--- src/rtl/edo_pkg.sv ---
`timescale 1ns/1ps
package edo_pkg;

    typedef enum logic [2:0] {
        ST_IDLE,
        ST_LEAD,
        ST_CASL,
        ST_OPEN,
        ST_REFC,
        ST_REFR
    } st_e;

    function automatic int max3(input int a, input int b, input int c);
        int m;
        m = (a > b) ? a : b;
        return (m > c) ? m : c;
    endfunction

endpackage

--- src/rtl/edo_span_ctr.sv ---
`timescale 1ns/1ps
module edo_span_ctr #(
    parameter int W = 12
) (
    input  logic         clk,
    input  logic         rst_n,
    input  logic         clr,
    output logic [W-1:0] cnt_q
);
    logic [W-1:0] cnt_d;

    always_comb begin
        if (clr)          cnt_d = '0;
        else if (&cnt_q)  cnt_d = cnt_q;
        else              cnt_d = cnt_q + W'(1);
    end

    always_ff @(posedge clk) begin
        if (!rst_n) cnt_q <= '1;
        else        cnt_q <= cnt_d;
    end
endmodule

--- src/rtl/edo_addr_split.sv ---
`timescale 1ns/1ps
module edo_addr_split #(
    parameter int ROW_W = 13,
    parameter int COL_W = 11,
    parameter int BUS_W = 13,
    localparam int AW   = ROW_W + COL_W
) (
    input  logic [AW-1:0]    addr,
    input  logic [ROW_W-1:0] open_row,
    output logic [ROW_W-1:0] row,
    output logic [BUS_W-1:0] col_bus,
    output logic             hit
);
    assign row = addr[AW-1:COL_W];
    assign hit = (row == open_row);

    generate
        if (BUS_W > COL_W) begin : g_pad
            assign col_bus = {{(BUS_W-COL_W){1'b0}}, addr[COL_W-1:0]};
        end else begin : g_nopad
            assign col_bus = addr[COL_W-1:0];
        end
    endgenerate
endmodule

--- src/rtl/edo_page_ctrl.sv ---
`timescale 1ns/1ps
module edo_page_ctrl
    import edo_pkg::*;
#(
    parameter int ROW_W     = 13,
    parameter int COL_W     = 11,
    parameter int DQ_W      = 4,
    parameter int T_RAS_MIN = 13,
    parameter int T_RAS_MAX = 2500,
    parameter int T_RP      = 8,
    parameter int T_RC      = 21,
    parameter int T_RCD     = 4,
    parameter int T_CAS     = 4,
    parameter int T_CP      = 2,
    localparam int AW       = ROW_W + COL_W,
    localparam int BUS_W    = (ROW_W > COL_W) ? ROW_W : COL_W
) (
    input  logic             clk,
    input  logic             rst_n,
    input  logic             req_valid,
    output logic             req_ready,
    input  logic             req_write,
    input  logic [AW-1:0]    req_addr,
    input  logic [DQ_W-1:0]  req_wdata,
    output logic             rd_valid,
    output logic [DQ_W-1:0]  rd_data,
    output logic             busy,
    input  logic             ref_req,
    output logic             ref_gnt,
    output logic             dram_ras_n,
    output logic             dram_cas_n,
    output logic             dram_we_n,
    output logic             dram_oe_n,
    output logic [BUS_W-1:0] dram_addr,
    output logic [DQ_W-1:0]  dram_dq_o,
    output logic             dram_dq_oe,
    input  logic [DQ_W-1:0]  dram_dq_i
);
    // Derived sizes and limits
    localparam int CTR_W    = $clog2(T_RAS_MAX + T_RC + 4) + 1;
    localparam int PH_W     = $clog2(max3(T_RCD, T_CAS, T_CP) + 1) + 1;
    localparam int CLOSE_AT = T_RAS_MAX - T_CAS - 2;

    localparam logic [CTR_W-1:0] LIM_RASMIN = CTR_W'(T_RAS_MIN - 1);
    localparam logic [CTR_W-1:0] LIM_RASMAX = CTR_W'(T_RAS_MAX);
    localparam logic [CTR_W-1:0] LIM_RP     = CTR_W'(T_RP - 1);
    localparam logic [CTR_W-1:0] LIM_RC     = CTR_W'(T_RC - 1);
    localparam logic [CTR_W-1:0] LIM_CLOSE  = CTR_W'(CLOSE_AT);

    typedef struct packed {
        st_e              st;
        logic             ras_n;
        logic             cas_n;
        logic             we_n;
        logic             oe_n;
        logic [BUS_W-1:0] addr;
        logic [DQ_W-1:0]  dq;
        logic             dq_oe;
        logic [ROW_W-1:0] row;
        logic [BUS_W-1:0] colb;
        logic             wr;
        logic             cap;
        logic [PH_W-1:0]  cnt;
        logic             rd_v;
        logic [DQ_W-1:0]  rd_d;
        logic             gnt;
    } ctl_t;

    ctl_t ctl_d, ctl_q;

    // Elapsed-time counters: since row strobe fell / since it rose
    logic [CTR_W-1:0] act_q, pre_q;
    logic             clr_act, clr_pre;

    assign clr_act = ctl_q.ras_n & ~ctl_d.ras_n;
    assign clr_pre = ~ctl_q.ras_n & ctl_d.ras_n;

    edo_span_ctr #(.W(CTR_W)) u_act (
        .clk(clk), .rst_n(rst_n), .clr(clr_act), .cnt_q(act_q)
    );
    edo_span_ctr #(.W(CTR_W)) u_pre (
        .clk(clk), .rst_n(rst_n), .clr(clr_pre), .cnt_q(pre_q)
    );

    // Address decode against the open row
    logic [ROW_W-1:0] req_row;
    logic [BUS_W-1:0] req_colb;
    logic             req_hit;

    edo_addr_split #(.ROW_W(ROW_W), .COL_W(COL_W), .BUS_W(BUS_W)) u_split (
        .addr(req_addr), .open_row(ctl_q.row),
        .row(req_row), .col_bus(req_colb), .hit(req_hit)
    );

    logic ready_c;
    logic close_need;
    logic room_ok;

    assign room_ok = (act_q < LIM_CLOSE);

    always_comb begin
        ctl_d      = ctl_q;
        ctl_d.rd_v = 1'b0;
        ctl_d.gnt  = 1'b0;
        ready_c    = 1'b0;
        close_need = 1'b0;

        // EDO capture: one cycle after the column strobe has risen
        if (ctl_q.st == ST_OPEN && ctl_q.cap) begin
            ctl_d.rd_v = 1'b1;
            ctl_d.rd_d = dram_dq_i;
            ctl_d.cap  = 1'b0;
        end

        unique case (ctl_q.st)
            ST_IDLE: begin
                if (pre_q >= LIM_RP && act_q >= LIM_RC) begin
                    if (ref_req) begin
                        ctl_d.st    = ST_REFC;
                        ctl_d.cas_n = 1'b0;
                        ctl_d.gnt   = 1'b1;
                    end else begin
                        ready_c = 1'b1;
                        if (req_valid) begin
                            ctl_d.st    = ST_LEAD;
                            ctl_d.ras_n = 1'b0;
                            ctl_d.addr  = BUS_W'(req_row);
                            ctl_d.row   = req_row;
                            ctl_d.colb  = req_colb;
                            ctl_d.wr    = req_write;
                            ctl_d.we_n  = ~req_write;
                            ctl_d.oe_n  = 1'b1;
                            ctl_d.dq    = req_wdata;
                            ctl_d.dq_oe = req_write;
                            ctl_d.cnt   = PH_W'(T_RCD - 1);
                        end
                    end
                end
            end
            ST_LEAD: begin
                if (ctl_q.cnt == '0) begin
                    ctl_d.st    = ST_CASL;
                    ctl_d.cas_n = 1'b0;
                    ctl_d.oe_n  = ctl_q.wr;
                    ctl_d.cnt   = PH_W'(T_CAS - 1);
                end else begin
                    ctl_d.cnt = ctl_q.cnt - PH_W'(1);
                    if (ctl_q.cnt == PH_W'(1)) ctl_d.addr = ctl_q.colb;
                end
            end
            ST_CASL: begin
                if (ctl_q.cnt == '0) begin
                    ctl_d.st    = ST_OPEN;
                    ctl_d.cas_n = 1'b1;
                    ctl_d.cap   = ~ctl_q.wr;
                    ctl_d.we_n  = 1'b1;
                    ctl_d.dq_oe = 1'b0;
                    ctl_d.cnt   = PH_W'(T_CP - 2);
                end else begin
                    ctl_d.cnt = ctl_q.cnt - PH_W'(1);
                end
            end
            ST_OPEN: begin
                if (ctl_q.cnt != '0) ctl_d.cnt = ctl_q.cnt - PH_W'(1);
                close_need = ref_req || !room_ok || (req_valid && !req_hit);
                if (close_need) begin
                    if (act_q >= LIM_RASMIN) begin
                        ctl_d.st    = ST_IDLE;
                        ctl_d.ras_n = 1'b1;
                        ctl_d.oe_n  = 1'b1;
                    end
                end else if (ctl_q.cnt == '0) begin
                    ready_c = 1'b1;
                    if (req_valid) begin
                        ctl_d.st    = ST_LEAD;
                        ctl_d.addr  = req_colb;
                        ctl_d.colb  = req_colb;
                        ctl_d.wr    = req_write;
                        ctl_d.we_n  = ~req_write;
                        ctl_d.oe_n  = req_write ? 1'b1 : ctl_q.oe_n;
                        ctl_d.dq    = req_wdata;
                        ctl_d.dq_oe = req_write;
                        ctl_d.cnt   = '0;
                    end
                end
            end
            ST_REFC: begin
                ctl_d.st    = ST_REFR;
                ctl_d.ras_n = 1'b0;
            end
            ST_REFR: begin
                if (act_q >= LIM_RASMIN) begin
                    ctl_d.st    = ST_IDLE;
                    ctl_d.ras_n = 1'b1;
                    ctl_d.cas_n = 1'b1;
                end
            end
            default: ctl_d.st = ST_IDLE;
        endcase
    end

    always_ff @(posedge clk) begin
        if (!rst_n) begin
            ctl_q       <= '0;
            ctl_q.st    <= ST_IDLE;
            ctl_q.ras_n <= 1'b1;
            ctl_q.cas_n <= 1'b1;
            ctl_q.we_n  <= 1'b1;
            ctl_q.oe_n  <= 1'b1;
        end else begin
            ctl_q <= ctl_d;
        end
    end

    assign req_ready  = ready_c;
    assign rd_valid   = ctl_q.rd_v;
    assign rd_data    = ctl_q.rd_d;
    assign busy       = (ctl_q.st != ST_IDLE);
    assign ref_gnt    = ctl_q.gnt;
    assign dram_ras_n = ctl_q.ras_n;
    assign dram_cas_n = ctl_q.cas_n;
    assign dram_we_n  = ctl_q.we_n;
    assign dram_oe_n  = ctl_q.oe_n;
    assign dram_addr  = ctl_q.addr;
    assign dram_dq_o  = ctl_q.dq;
    assign dram_dq_oe = ctl_q.dq_oe;

    // Timing and protocol checks
    AST_RAS_LOW_MIN: assert property (@(posedge clk) disable iff (!rst_n)
        $rose(dram_ras_n) |-> act_q >= CTR_W'(T_RAS_MIN));
    AST_RAS_LOW_MAX: assert property (@(posedge clk) disable iff (!rst_n)
        !dram_ras_n |-> act_q < LIM_RASMAX);
    AST_PRECHARGE: assert property (@(posedge clk) disable iff (!rst_n)
        $fell(dram_ras_n) |-> pre_q >= CTR_W'(T_RP));
    AST_ROW_CYCLE: assert property (@(posedge clk) disable iff (!rst_n)
        $fell(dram_ras_n) |-> $past(act_q) >= LIM_RC);
    AST_COL_STABLE: assert property (@(posedge clk) disable iff (!rst_n)
        (!dram_cas_n && !$fell(dram_cas_n)) |-> $stable(dram_addr));
    AST_WE_SETUP: assert property (@(posedge clk) disable iff (!rst_n)
        ($fell(dram_cas_n) && !dram_we_n) |-> $past(!dram_we_n));
    AST_WR_DRIVE: assert property (@(posedge clk) disable iff (!rst_n)
        !dram_we_n |-> dram_dq_oe);
    AST_RDV_PULSE: assert property (@(posedge clk) disable iff (!rst_n)
        rd_valid |=> !rd_valid);
    AST_GNT_CBR: assert property (@(posedge clk) disable iff (!rst_n)
        ref_gnt |-> (!dram_cas_n && dram_ras_n));
    AST_BUSY_STROBE: assert property (@(posedge clk) disable iff (!rst_n)
        (!dram_ras_n || !dram_cas_n) |-> busy);
endmodule

--- config.mk ---
export PLATFORM = sky130hd
export DESIGN_NAME = edo_page_ctrl
export DESIGN_NICKNAME = d
export VERILOG_FILES = /design/src/rtl/edo_pkg.sv /design/src/rtl/edo_span_ctr.sv /design/src/rtl/edo_addr_split.sv /design/src/rtl/edo_page_ctrl.sv
export SDC_FILE = /design/constraint.sdc
export NUM_CORES = 1
export LEC_CHECK = 0
export ABC_AREA = 1
export BUFFER_PORTS_ARGS = -buffer_cell sky130_fd_sc_hd__buf_2
export CORE_ASPECT_RATIO = 1.1
export CORE_MARGIN = 2
export CORE_UTILIZATION = 54
export DETAILED_ROUTE_END_ITERATION = 10
export GPL_ROUTABILITY_DRIVEN = 0
export PLACE_DENSITY = 0.8
export SYNTH_ARGS = -nofsm -noshare
export SYNTH_HDL_FRONTEND = slang
export SYNTH_SLANG_ARGS = --single-unit
--- constraint.sdc ---
create_clock -name clk -period 6.3 [get_ports clk]
set_clock_uncertainty 0.15 [all_clocks]
set_input_delay 0 -clock clk [delete_from_list [all_inputs] [get_ports clk]]
set_output_delay 0 -clock clk [all_outputs]
set_load 0.05 [all_outputs]
==> results of run 1 <==
## registers in the layout, summed over array words and instances (netlist names), 4 cells and up
register,flops
ctl_q,33
dram_addr,13
u_act.cnt_q,13
u_pre.cnt_q,13
dram_dq_o,4
rd_data,4
## cells in the final DEF, fill, tap and decap left out, drive strengths merged, types with 7 or more instances in the layout
cell type and n:
dfxtp 87, nand2 163, nand3 66, o21ai 41
inv 92, xor2 7, dlygate4sd3 34, buf 68
clkbuf 10, nor2 64, o211ai 8, nor3 12
a21oi 62
## area by class of cell
class	instances	area (µm²)	share of cell area (%)
Timing Repair Buffer	102	686	12.6
Tap cell	111	139	2.55
Sequential cell	87	1740	32.0
Clock inverter	5	88.8	1.63
Clock buffer	10	138	2.53
Multi-Input combinational cell	466	2310	42.5
Inverter	91	342	6.27
## per-layer routing
layer	up-vias	global-route usage (%)	share of wire [%]
met4	0	14.7	3.9
met2	189	45.5	49
met1	2166	31.9	41
met3	47	4.24	6.4
met5	-	0	0
li1	2355	-	-
## cell usage after synthesis (2+ instances only)
library cell	number	area share, %
xor2_1	7	1.3
a22o_1	4	0.75
o21ai_0	35	3.8
nor4_1	2	0.27
buf_2	2	0.21
xnor2_1	4	0.75
nand3_1	66	7.1
nor2_2	3	0.40
inv_2	18	1.4
a22oi_1	6	0.97
nand3b_1	2	0.32
ha_1	6	1.6
o211ai_1	8	1.3
nand2_2	4	0.54
nor2_1	59	4.7
or2_2	2	0.27
nor3_4	2	0.70
clkbuf_1	14	1.1
buf_4	23	3.7
buf_6	3	0.72
dfxtp_1	87	37
o21ai_1	5	0.54
a311oi_1	2	0.38
a32o_1	2	0.43
o22ai_1	2	0.27
nand4_1	6	0.80
nor3_1	9	0.97
nand2_1	159	13
inv_1	72	5.8
a21oi_1	61	6.5
## power breakdown
part / total, mW / internal, mW / switching (mW) / leakage [nW]
Clock: 0.441 / 0.237 / 0.204 / 0.115
Sequential: 0.832 / 0.707 / 0.124 / 0.716
Combinational: 1.35 / 0.421 / 0.929 / 1.82
## logic make-up after synthesis
kind of cell | count (synthesis)
fa+ha+maj | 6
xor+xnor | 11
compound gates | 131
simple gates | 318
buf+inv | 133
flops | 87
## how the worst min path moves through the flow
stage               from             end  slack (ns)  cells after the start
2_1_floorplan  req_write       ctl_q[11]       -0.02                      2
3_3_place_gp   req_write       ctl_q[11]        0.10                      3
3_5_place_dp   req_write       ctl_q[11]        0.12                      3
4_1_cts            rst_n  u_pre.cnt_q[0]        0.03                      3
5_1_grt            rst_n  u_act.cnt_q[2]        0.07                      3
6_report           rst_n  u_pre.cnt_q[5]        0.05                      3
## worst min-delay path, delay by kind of cell
family / cells / cell delay [ns]
buffers and inverters: 2 / 0.39
AND/OR/NAND/NOR: 1 / 0.13
## repair_timing
| item | CTS | global route |
|---|---|---|
| resized for setup | 0 | 0 |
| endpoints found under the setup margin | 0 | 0 |
| hold endpoints to repair | 49 | 0 |
| hold buffers | 34 | 0 |
==> out/qor.txt, run 1 <==
Part of the cycle the worst path needs - 49.2%
Slew at the pin closest to its max-slew limit - 0.911 ns
R2r worst-path depth - 9
HP Class - primary input to flop
Placed inst area - 4880 µm²
Fraction of layout cells with a size suffix above 1 - 15.4%
Number of design rule violations left after detail routing - 0
Final-report max-slew violation count - 0
Mean number of vias per cell - 5.46
WP depth - 9
Number of violations reported at the end of detailed-routing iteration 0 - 317
CTS H-Tree Depth - 3
Clock-pin slew of the registers on the worst-case setup and hold paths - 0.09 ns
Routed vias - 4757
Number of filler instances in the final layout - 741
Data arrival time at the worst-slack endpoint - 3.16 ns
Number of setup buffers added after CTS - 0
Layout Nets - 800
Simple-gate area share of the yosys netlist - 29.9%
Cell total after placement - 823
Starting density of the core - 55.5%
Hpwl dp - 8430 µm
Overall routed net length - 11900 µm
Fraction of synthesized area in multiplexers - 0%
Instance count of the mapped netlist - 686
Share of the synthesized netlist area taken by xor and xnor gates - 2.06%
Synthesis warning total - 0
Register bit total from synthesis - 87
Critical Path Fanout Max - 20
Sort of element at the end of the critical path - flop
Remaining global-route overflow - 0
CTS Buf Count - 9
Seq/Total Area, Yosys - 37.3%
Worst slew margin relative to its limit - 39.2%
Global-route usage over all layers - 26.5%
Worst IR drop on VDD - 0.249 mV
Routed wirelength normalized by instance count - 13.7 µm
Number of buffer and inverter stages on the critical path - 3
Outcome - complete, no violations
Post-synthesis average cell area - 6.80 µm²
Cell chain of the critical path - nand2_1, nor2_2, inv_2, nand2_1, clkinv_1, nor3_4, inv_2, nand2_1, a21oi_1
Total power density per cell area - 482 nW/µm²
Worst r2r src - ctl_q[61]
Total of endpoints with negative setup slack in the final report - 0
Area of the placeable core - 8410 µm²
Final design utilization - 64.8%
Highest clock rate - 0.323 GHz
Clock Sinks - 87
Capturing point of the worst reg2reg path - ctl_q[20]
Vias in the first global route - 4504
Combinational family with the most area after synthesis - simple AND/OR/NAND/NOR gates
Adder-cell area share of the yosys netlist - 1.61%
Maximum clock insertion buffer count - 2
Number of synthesized flops with an enable pin - 0
Worst R2R Setup Slack - 3.20 ns
Clock tree root buffer cell - clkbuf_8
Final Total Pwr - 2.62 mW
Most common flop cell mapped by yosys - dfxtp_1
Setup repair after global routing missed its margin - no
Final Hold Fails - 0
Number of antenna-violating nets in the routed design - 0
Post-synth ARST share - 0%
Slowest stage delay, CP - 0.71 ns
Final-layout setup total negative slack - 0 ns
Cell with the largest stage delay on the worst path - nor2_2
Synthesis-to-finish area growth - 16.8%
Dominant delay contributor by cell family on the critical path - simple AND/OR/NAND/NOR gates
Compound-Gate Fraction of Synth Area - 16.0%
Area of the die - 9400 µm²
Post-route cell area - 5450 µm²
Maximum number of pins on one net before global-route repair - 59
Die W - 92.6 µm
Post-synthesis cell area - 4670 µm²
Minimum clock period after layout - 3.10 ns
Number of top-level design ports - 67
Crit Path Category - flop to flop
Length of the first detailed-routing pass in iterations - 5
CP most frequent cell - nand2_1
Number of maximum-capacitance constraint violations - 0
Post-layout worst setup margin - 3.20 ns
Tightest hold margin - 0.0467 ns
Y dimension of the die - 101 µm
Inserted Diodes - 0
Data required, critical path - 6.36 ns
Finished Layout Cells - 872
Number of port buffers - 66
Cell Rows - 35
Count of different cell masters after synthesis - 41
Clock latency on the worst-skew pair - 0.36 ns
Static leakage power - 2.65 nW
Initial antenna violation count - 0
Global-route wire length before repair - 20100 µm
Beginning of the critical path - ctl_q[61]
Critical path capture point - ctl_q[20]
Pre-CTS setup slack - 3.28 ns
Launching element type of the critical path - flop
CTS tree - built
Nets in the synthesized netlist - 729
Power figures use the tool's default switching activity.
==> inputs of run 2 (changes only) <==
--- a/config.mk
+++ b/config.mk
@@ -9,7 +9,7 @@
 export BUFFER_PORTS_ARGS = -buffer_cell sky130_fd_sc_hd__buf_2
 export CORE_ASPECT_RATIO = 1.1
 export CORE_MARGIN = 2
-export CORE_UTILIZATION = 54
+export CORE_UTILIZATION = 52
 export DETAILED_ROUTE_END_ITERATION = 10
 export GPL_ROUTABILITY_DRIVEN = 0
 export PLACE_DENSITY = 0.8
==> constraint.sdc (replaced) <==
create_clock -name clk -period 2.81 [get_ports clk]
set_clock_uncertainty 0.15 [all_clocks]
set_input_delay 0 -clock clk [delete_from_list [all_inputs] [get_ports clk]]
set_output_delay 0 -clock clk [all_outputs]
set_load 0.05 [all_outputs]
==> run 2 against run 1 <==
Sequential power up 120%. Global-route usage down 0.97 points. Non-clock buffer count up 6. Clock power up 110%.
==> out/qor.txt, run 2 (same netlist as run 1, synthesis figures left out) <==
Die W - 94.3 µm
CTS H-Tree Depth - 3
Clock latency on the worst-skew pair - 0.37 ns
Routed wirelength normalized by instance count - 14.0 µm
Final Hold Fails - 0
Critical Path Fanout Max - 15
Minimum clock period after layout - 2.48 ns
Highest clock rate - 0.403 GHz
Area of the placeable core - 8780 µm²
Cell Rows - 36
Number of design rule violations left after detail routing - 0
Fraction of layout cells with a size suffix above 1 - 16.1%
Sort of element at the end of the critical path - flop
Number of antenna-violating nets in the routed design - 0
Register with the most flip-flops - ctl_q
Clock-pin slew of the registers on the worst-case setup and hold paths - 0.09 ns
Global-route wire length before repair - 19800 µm
Cell chain of the critical path - inv_1, nor2_1, inv_1, nor2_1, inv_1, nor2_1, nor2_1, nand2_1, nand3_1, nand2_1, nand3_1
Crit Path Category - flop to flop
Area of the die - 9750 µm²
Number of maximum-capacitance constraint violations - 0
Setup repair after global routing missed its margin - no
HP Class - primary input to flop
Maximum clock insertion buffer count - 2
Synthesis-to-finish area growth - 17.6%
Routed vias - 4803
Layout Nets - 806
CTS tree - built
Number of buffer and inverter stages on the critical path - 3
Number of violations reported at the end of detailed-routing iteration 0 - 322
CTS Buf Count - 9
Number of filler instances in the final layout - 760
Y dimension of the die - 103 µm
Maximum number of pins on one net before global-route repair - 58
Mean number of vias per cell - 5.45
Flip-flop count of the largest register, all copies and words added - 33
Number of top-level design ports - 67
Worst slew margin relative to its limit - 35.2%
Remaining global-route overflow - 0
Number of port buffers - 66
Clock Sinks - 87
Part of the cycle the worst path needs - 88.3%
Static leakage power - 2.67 nW
Slowest stage delay, CP - 0.43 ns
Clock tree root buffer cell - clkbuf_8
Data required, critical path - 2.89 ns
Final design utilization - 62.5%
Initial antenna violation count - 0
Leading cell types in the layout, fill and taps excluded - nand2_1 (159), dfxtp_1 (87), inv_1 (72)
Hpwl dp - 8480 µm
Cell with the largest stage delay on the worst path - dfxtp_1
Final-layout setup total negative slack - 0 ns
Length of the first detailed-routing pass in iterations - 6
CP most frequent cell - nor2_1
Final-report max-slew violation count - 0
Inserted Diodes - 0
Slew at the pin closest to its max-slew limit - 0.971 ns
Total of cells resized after clock tree synthesis - 0
Launching element type of the critical path - flop
Total power density per cell area - 1070 nW/µm²
Worst IR drop on VDD - 0.675 mV
Outcome - complete, no violations
Leading cell type in the layout, fill and taps excluded - nand2_1
Pre-CTS setup slack - 0.380 ns
Post-layout worst setup margin - 0.328 ns
Final Total Pwr - 5.88 mW
Total of endpoints with negative setup slack in the final report - 0
Global-route usage over all layers - 25.5%
Data arrival time at the worst-slack endpoint - 2.56 ns
Overall routed net length - 12300 µm
Vias in the first global route - 4490
Starting density of the core - 53.1%
Dominant delay contributor by cell family on the critical path - simple AND/OR/NAND/NOR gates
[run 2: power breakdown]
part           total, mW  switching (mW)  internal, mW
clock network      0.931           0.499         0.432
registers           1.87           0.287          1.59
logic               3.07            2.09         0.982
total               5.88            2.88          3.00
[run 2: layer usage]
| layer | up-vias | part of all wire (%) | global-route usage [%] |
|---|---|---|---|
| met5 | - | 0 | 0 |
| met4 | 0 | 2.4 | 10.7 |
| met3 | 33 | 6.6 | 5.36 |
| met2 | 187 | 50 | 45.4 |
| met1 | 2217 | 41 | 29.9 |
| li1 | 2366 | - | - |
[run 2: worst paths after layout]
check,slack [ns],start,cells after the start,end
min,0.06,req_valid,5,ctl_q[60]
min reg2reg,0.31,rd_data[0],2,rd_data[0]
max reg2reg,0.33,ctl_q[60],11,u_pre.cnt_q[10]
max,0.33,ctl_q[60],11,u_pre.cnt_q[10]
[run 2: layout make-up]
cell class | instances | area [µm²] | area share, %
timing repair buffer | 108 | 731 | 13.3
tap | 114 | 143 | 2.60
sequential | 87 | 1740 | 31.8
multi-input combinational | 466 | 2310 | 42.2
inverter | 91 | 342 | 6.23
clock buffer | 9 | 124 | 2.26
clock inverter | 7 | 91.3 | 1.67
[run 2: metrics by stage]
step / std cells / cell area, µm² / hold slack (ns)
floorplan: 686 / 4670 / -0.0246
detailed placement: 832 / 4930 / 0.108
global placement: 832 / 4930 / 0.102
finish: 882 / 5490 / 0.0587
CTS: 882 / 5490 / 0.0414
global route: 882 / 5490 / 0.0724
[run 2: what timing repair did]
| item | in CTS | in global routing |
|---|---|---|
| hold endpoints to repair | 49 | 0 |
| buffers inserted | 0 | 0 |
| hold buffers | 34 | 0 |
[run 2: worst register-to-register path, delay by kind of cell (launching register included)]
family	cells	cell delay [ns]
and+or+nand+nor	8	1.45
buffers and inverters	3	0.31
DFF	1	0.43
==> inputs of run 3 (changes only) <==
--- a/config.mk
+++ b/config.mk
@@ -5,14 +5,13 @@
 export SDC_FILE = /design/constraint.sdc
 export NUM_CORES = 1
 export LEC_CHECK = 0
-export ABC_AREA = 1
 export BUFFER_PORTS_ARGS = -buffer_cell sky130_fd_sc_hd__buf_2
 export CORE_ASPECT_RATIO = 1.1
 export CORE_MARGIN = 2
 export CORE_UTILIZATION = 52
 export DETAILED_ROUTE_END_ITERATION = 10
 export GPL_ROUTABILITY_DRIVEN = 0
-export PLACE_DENSITY = 0.8
+export PLACE_DENSITY = 0.81
 export SYNTH_ARGS = -nofsm -noshare
 export SYNTH_HDL_FRONTEND = slang
 export SYNTH_SLANG_ARGS = --single-unit
==> run 3 against run 2 <==
Sequential share of layout area is 0.073 points higher. Final cell count shrank 14%. Clock-buffer cell count did not move. Sequential cell count unchanged. Sequential power is 4% higher. Global-route usage shrank 0.59 points. Critical path type is now flop to primary output.
==> out/qor.txt, run 3 <==
Area used by multi-input combinational logic - 2540 µm²
Instance count of the mapped netlist - 570
Y dimension of the die - 103 µm
Part of the cycle the worst path needs - 91.8%
Register bit total from synthesis - 87
Highest clock rate - 0.388 GHz
Area of the die - 9600 µm²
Cell Rows - 35
Overall routed net length - 11900 µm
Routed vias - 4433
Minimum clock period after layout - 2.58 ns
Number of antenna-violating nets in the routed design - 0
Crit Path Category - flop to primary output
Most frequent cells after synthesis - dfxtp_1 (87), nand2_1 (77), a21oi_1 (72), nor2_1 (55), nand3_1 (37)
Clock latency on the worst-skew pair - 0.37 ns
CTS Buf Count - 9
Number of filler instances in the final layout - 698
Area of the placeable core - 8500 µm²
Clock Sinks - 87
Remaining global-route overflow - 0
Tightest hold margin - 0.0219 ns
Number of port buffers - 66
Layout Nets - 688
Starting density of the core - 54.1%
Final Total Pwr - 5.75 mW
Count of different cell masters after synthesis - 58
Global-route usage over all layers - 24.9%
Final-layout setup total negative slack - 0 ns
Finished Layout Cells - 760
Synthesis warning total - 0
Clock tree root buffer cell - clkbuf_8
Total of endpoints with negative setup slack in the final report - 0
Data arrival time at the worst-slack endpoint - 2.43 ns
Leading cell type in the layout, fill and taps excluded - dfxtp_1
Register with the most flip-flops - ctl_q
Clock-pin slew of the registers on the worst-case setup and hold paths - 0.10 ns
Post-synthesis cell area - 4590 µm²
Sort of element at the end of the critical path - primary output
Number of violations reported at the end of detailed-routing iteration 0 - 517
Total power density per cell area - 1050 nW/µm²
Routed wirelength normalized by instance count - 15.6 µm
Slew at the pin closest to its max-slew limit - 1.00 ns
Hpwl dp - 8020 µm
Die W - 93.6 µm
Final Hold Fails - 0
Cell taking the most area after synthesis - dfxtp_1
Top cell type's share of synthesized area - 37.9%
Register area - 1740 µm²
Number of maximum-capacitance constraint violations - 0
Nets in the synthesized netlist - 613
Cell total after placement - 710
Count leader, synth - dfxtp_1
Critical Path Fanout Max - 5
Largest cells by area after synthesis - dfxtp_1 (38%), a21oi_1 (7.8%), nand2_1 (6.3%)
Mean number of vias per cell - 5.83
Vias in the first global route - 4212
Worst slew margin relative to its limit - 33.1%
Post-synth ARST share - 0%
CTS H-Tree Depth - 3
Data required, critical path - 2.66 ns
Maximum clock insertion buffer count - 2
Number of synthesized flops with an enable pin - 0
Leading cell types in the layout, fill and taps excluded - dfxtp_1 (87), nand2_1 (77), a21oi_1 (72)
Static leakage power - 2.15 nW
Inserted Diodes - 0
Seq/Total Area, Yosys - 37.9%
HP Class - primary input to flop
Outcome - complete, no violations
Global-route wire length before repair - 19200 µm
Worst IR drop on VDD - 0.468 mV
Most common flop cell mapped by yosys - dfxtp_1
Initial antenna violation count - 0
CTS tree - built
Fraction of layout cells with a size suffix above 1 - 18.6%
Maximum number of pins on one net before global-route repair - 37
Flip-flop count of the largest register, all copies and words added - 33
Final design utilization - 64.4%
Number of design rule violations left after detail routing - 0
Post-synthesis average cell area - 8.06 µm²
Length of the first detailed-routing pass in iterations - 5
Synthesis-to-finish area growth - 19.2%
Setup repair after global routing missed its margin - no
Number of top-level design ports - 67
Launching element type of the critical path - flop
Final-report max-slew violation count - 0
-- run 3: cell types whose count changed after synthesis, sizes merged, moves of 10 or more --
cell,before,now
a211oi,0,14
a21oi,62,72
inv,90,10
mux2i,0,17
nand2,163,77
nand3,66,37
o21ai,41,20
xnor2,4,22
-- run 3: final cells by class --
type	count	share of cell area, %
clock buffers	9	2.26
clock inverters	6	1.69
inverters	12	0.823
multi-input cells	421	46.4
flip-flops and latches	87	31.8
well taps	111	2.54
repair buffers	114	14.4
-- run 3: worst paths after layout --
kind	to	depth (start not counted)	slack [ns]	from
worst min-delay path	ctl_q[7]	3	0.02	req_valid
worst min register to register	ctl_q[22]	2	0.30	ctl_q[22]
worst max register to register	ctl_q[11]	9	0.25	ctl_q[6]
worst max-delay path	req_ready	7	0.23	u_act.cnt_q[11]
-- run 3: repair_timing --
item                                   in CTS  in global routing
gates resized for setup                     0                  2
buffers inserted                            0                  0
endpoints found under the hold margin      53                  0
setup endpoints to repair                   0                  2
hold buffers                               35                  0
-- run 3: through the flow --
stage	instance area (µm²)	setup slack, ns
floorplan	4590	0.232
global placement	4890	0.364
detailed placement	4890	0.278
CTS	5460	0.123
global route	5470	0.0439
finish	5470	0.231
-- run 3: critical path: stages, from the launching register on --
cell	delay [ns]
dfxtp_1	0.37
and3_4	0.22
a2111o_1	0.46
a31o_1	0.27
nor2_1	0.23
nand3_1	0.13
o31ai_1	0.09
buf_2	0.30
-- run 3: power breakdown --
part	leakage [nW]	internal, mW	switching, mW
clock	0.102	0.502	0.473
sequential	0.714	1.58	0.364
combinational	1.33	1.05	1.79
total	2.15	3.13	2.62
-- run 3: logic make-up after synthesis --
logic type	after synthesis	share of synthesized area [%]
buf+inv	62	7.03
simple gates	229	24.0
fa+ha+maj	6	1.63
flops	87	37.9
compound gates	136	19.4
mux	17	3.71
xor+xnor	33	6.29
-- run 3: routing by layer --
layer	vias to the layer above	GRT usage, %	routed length, µm
li1	2141	-	-
met5	-	0	0
met3	30	4.61	826
met1	2063	30.5	4870
met4	0	11.1	300
met2	199	43.1	5890
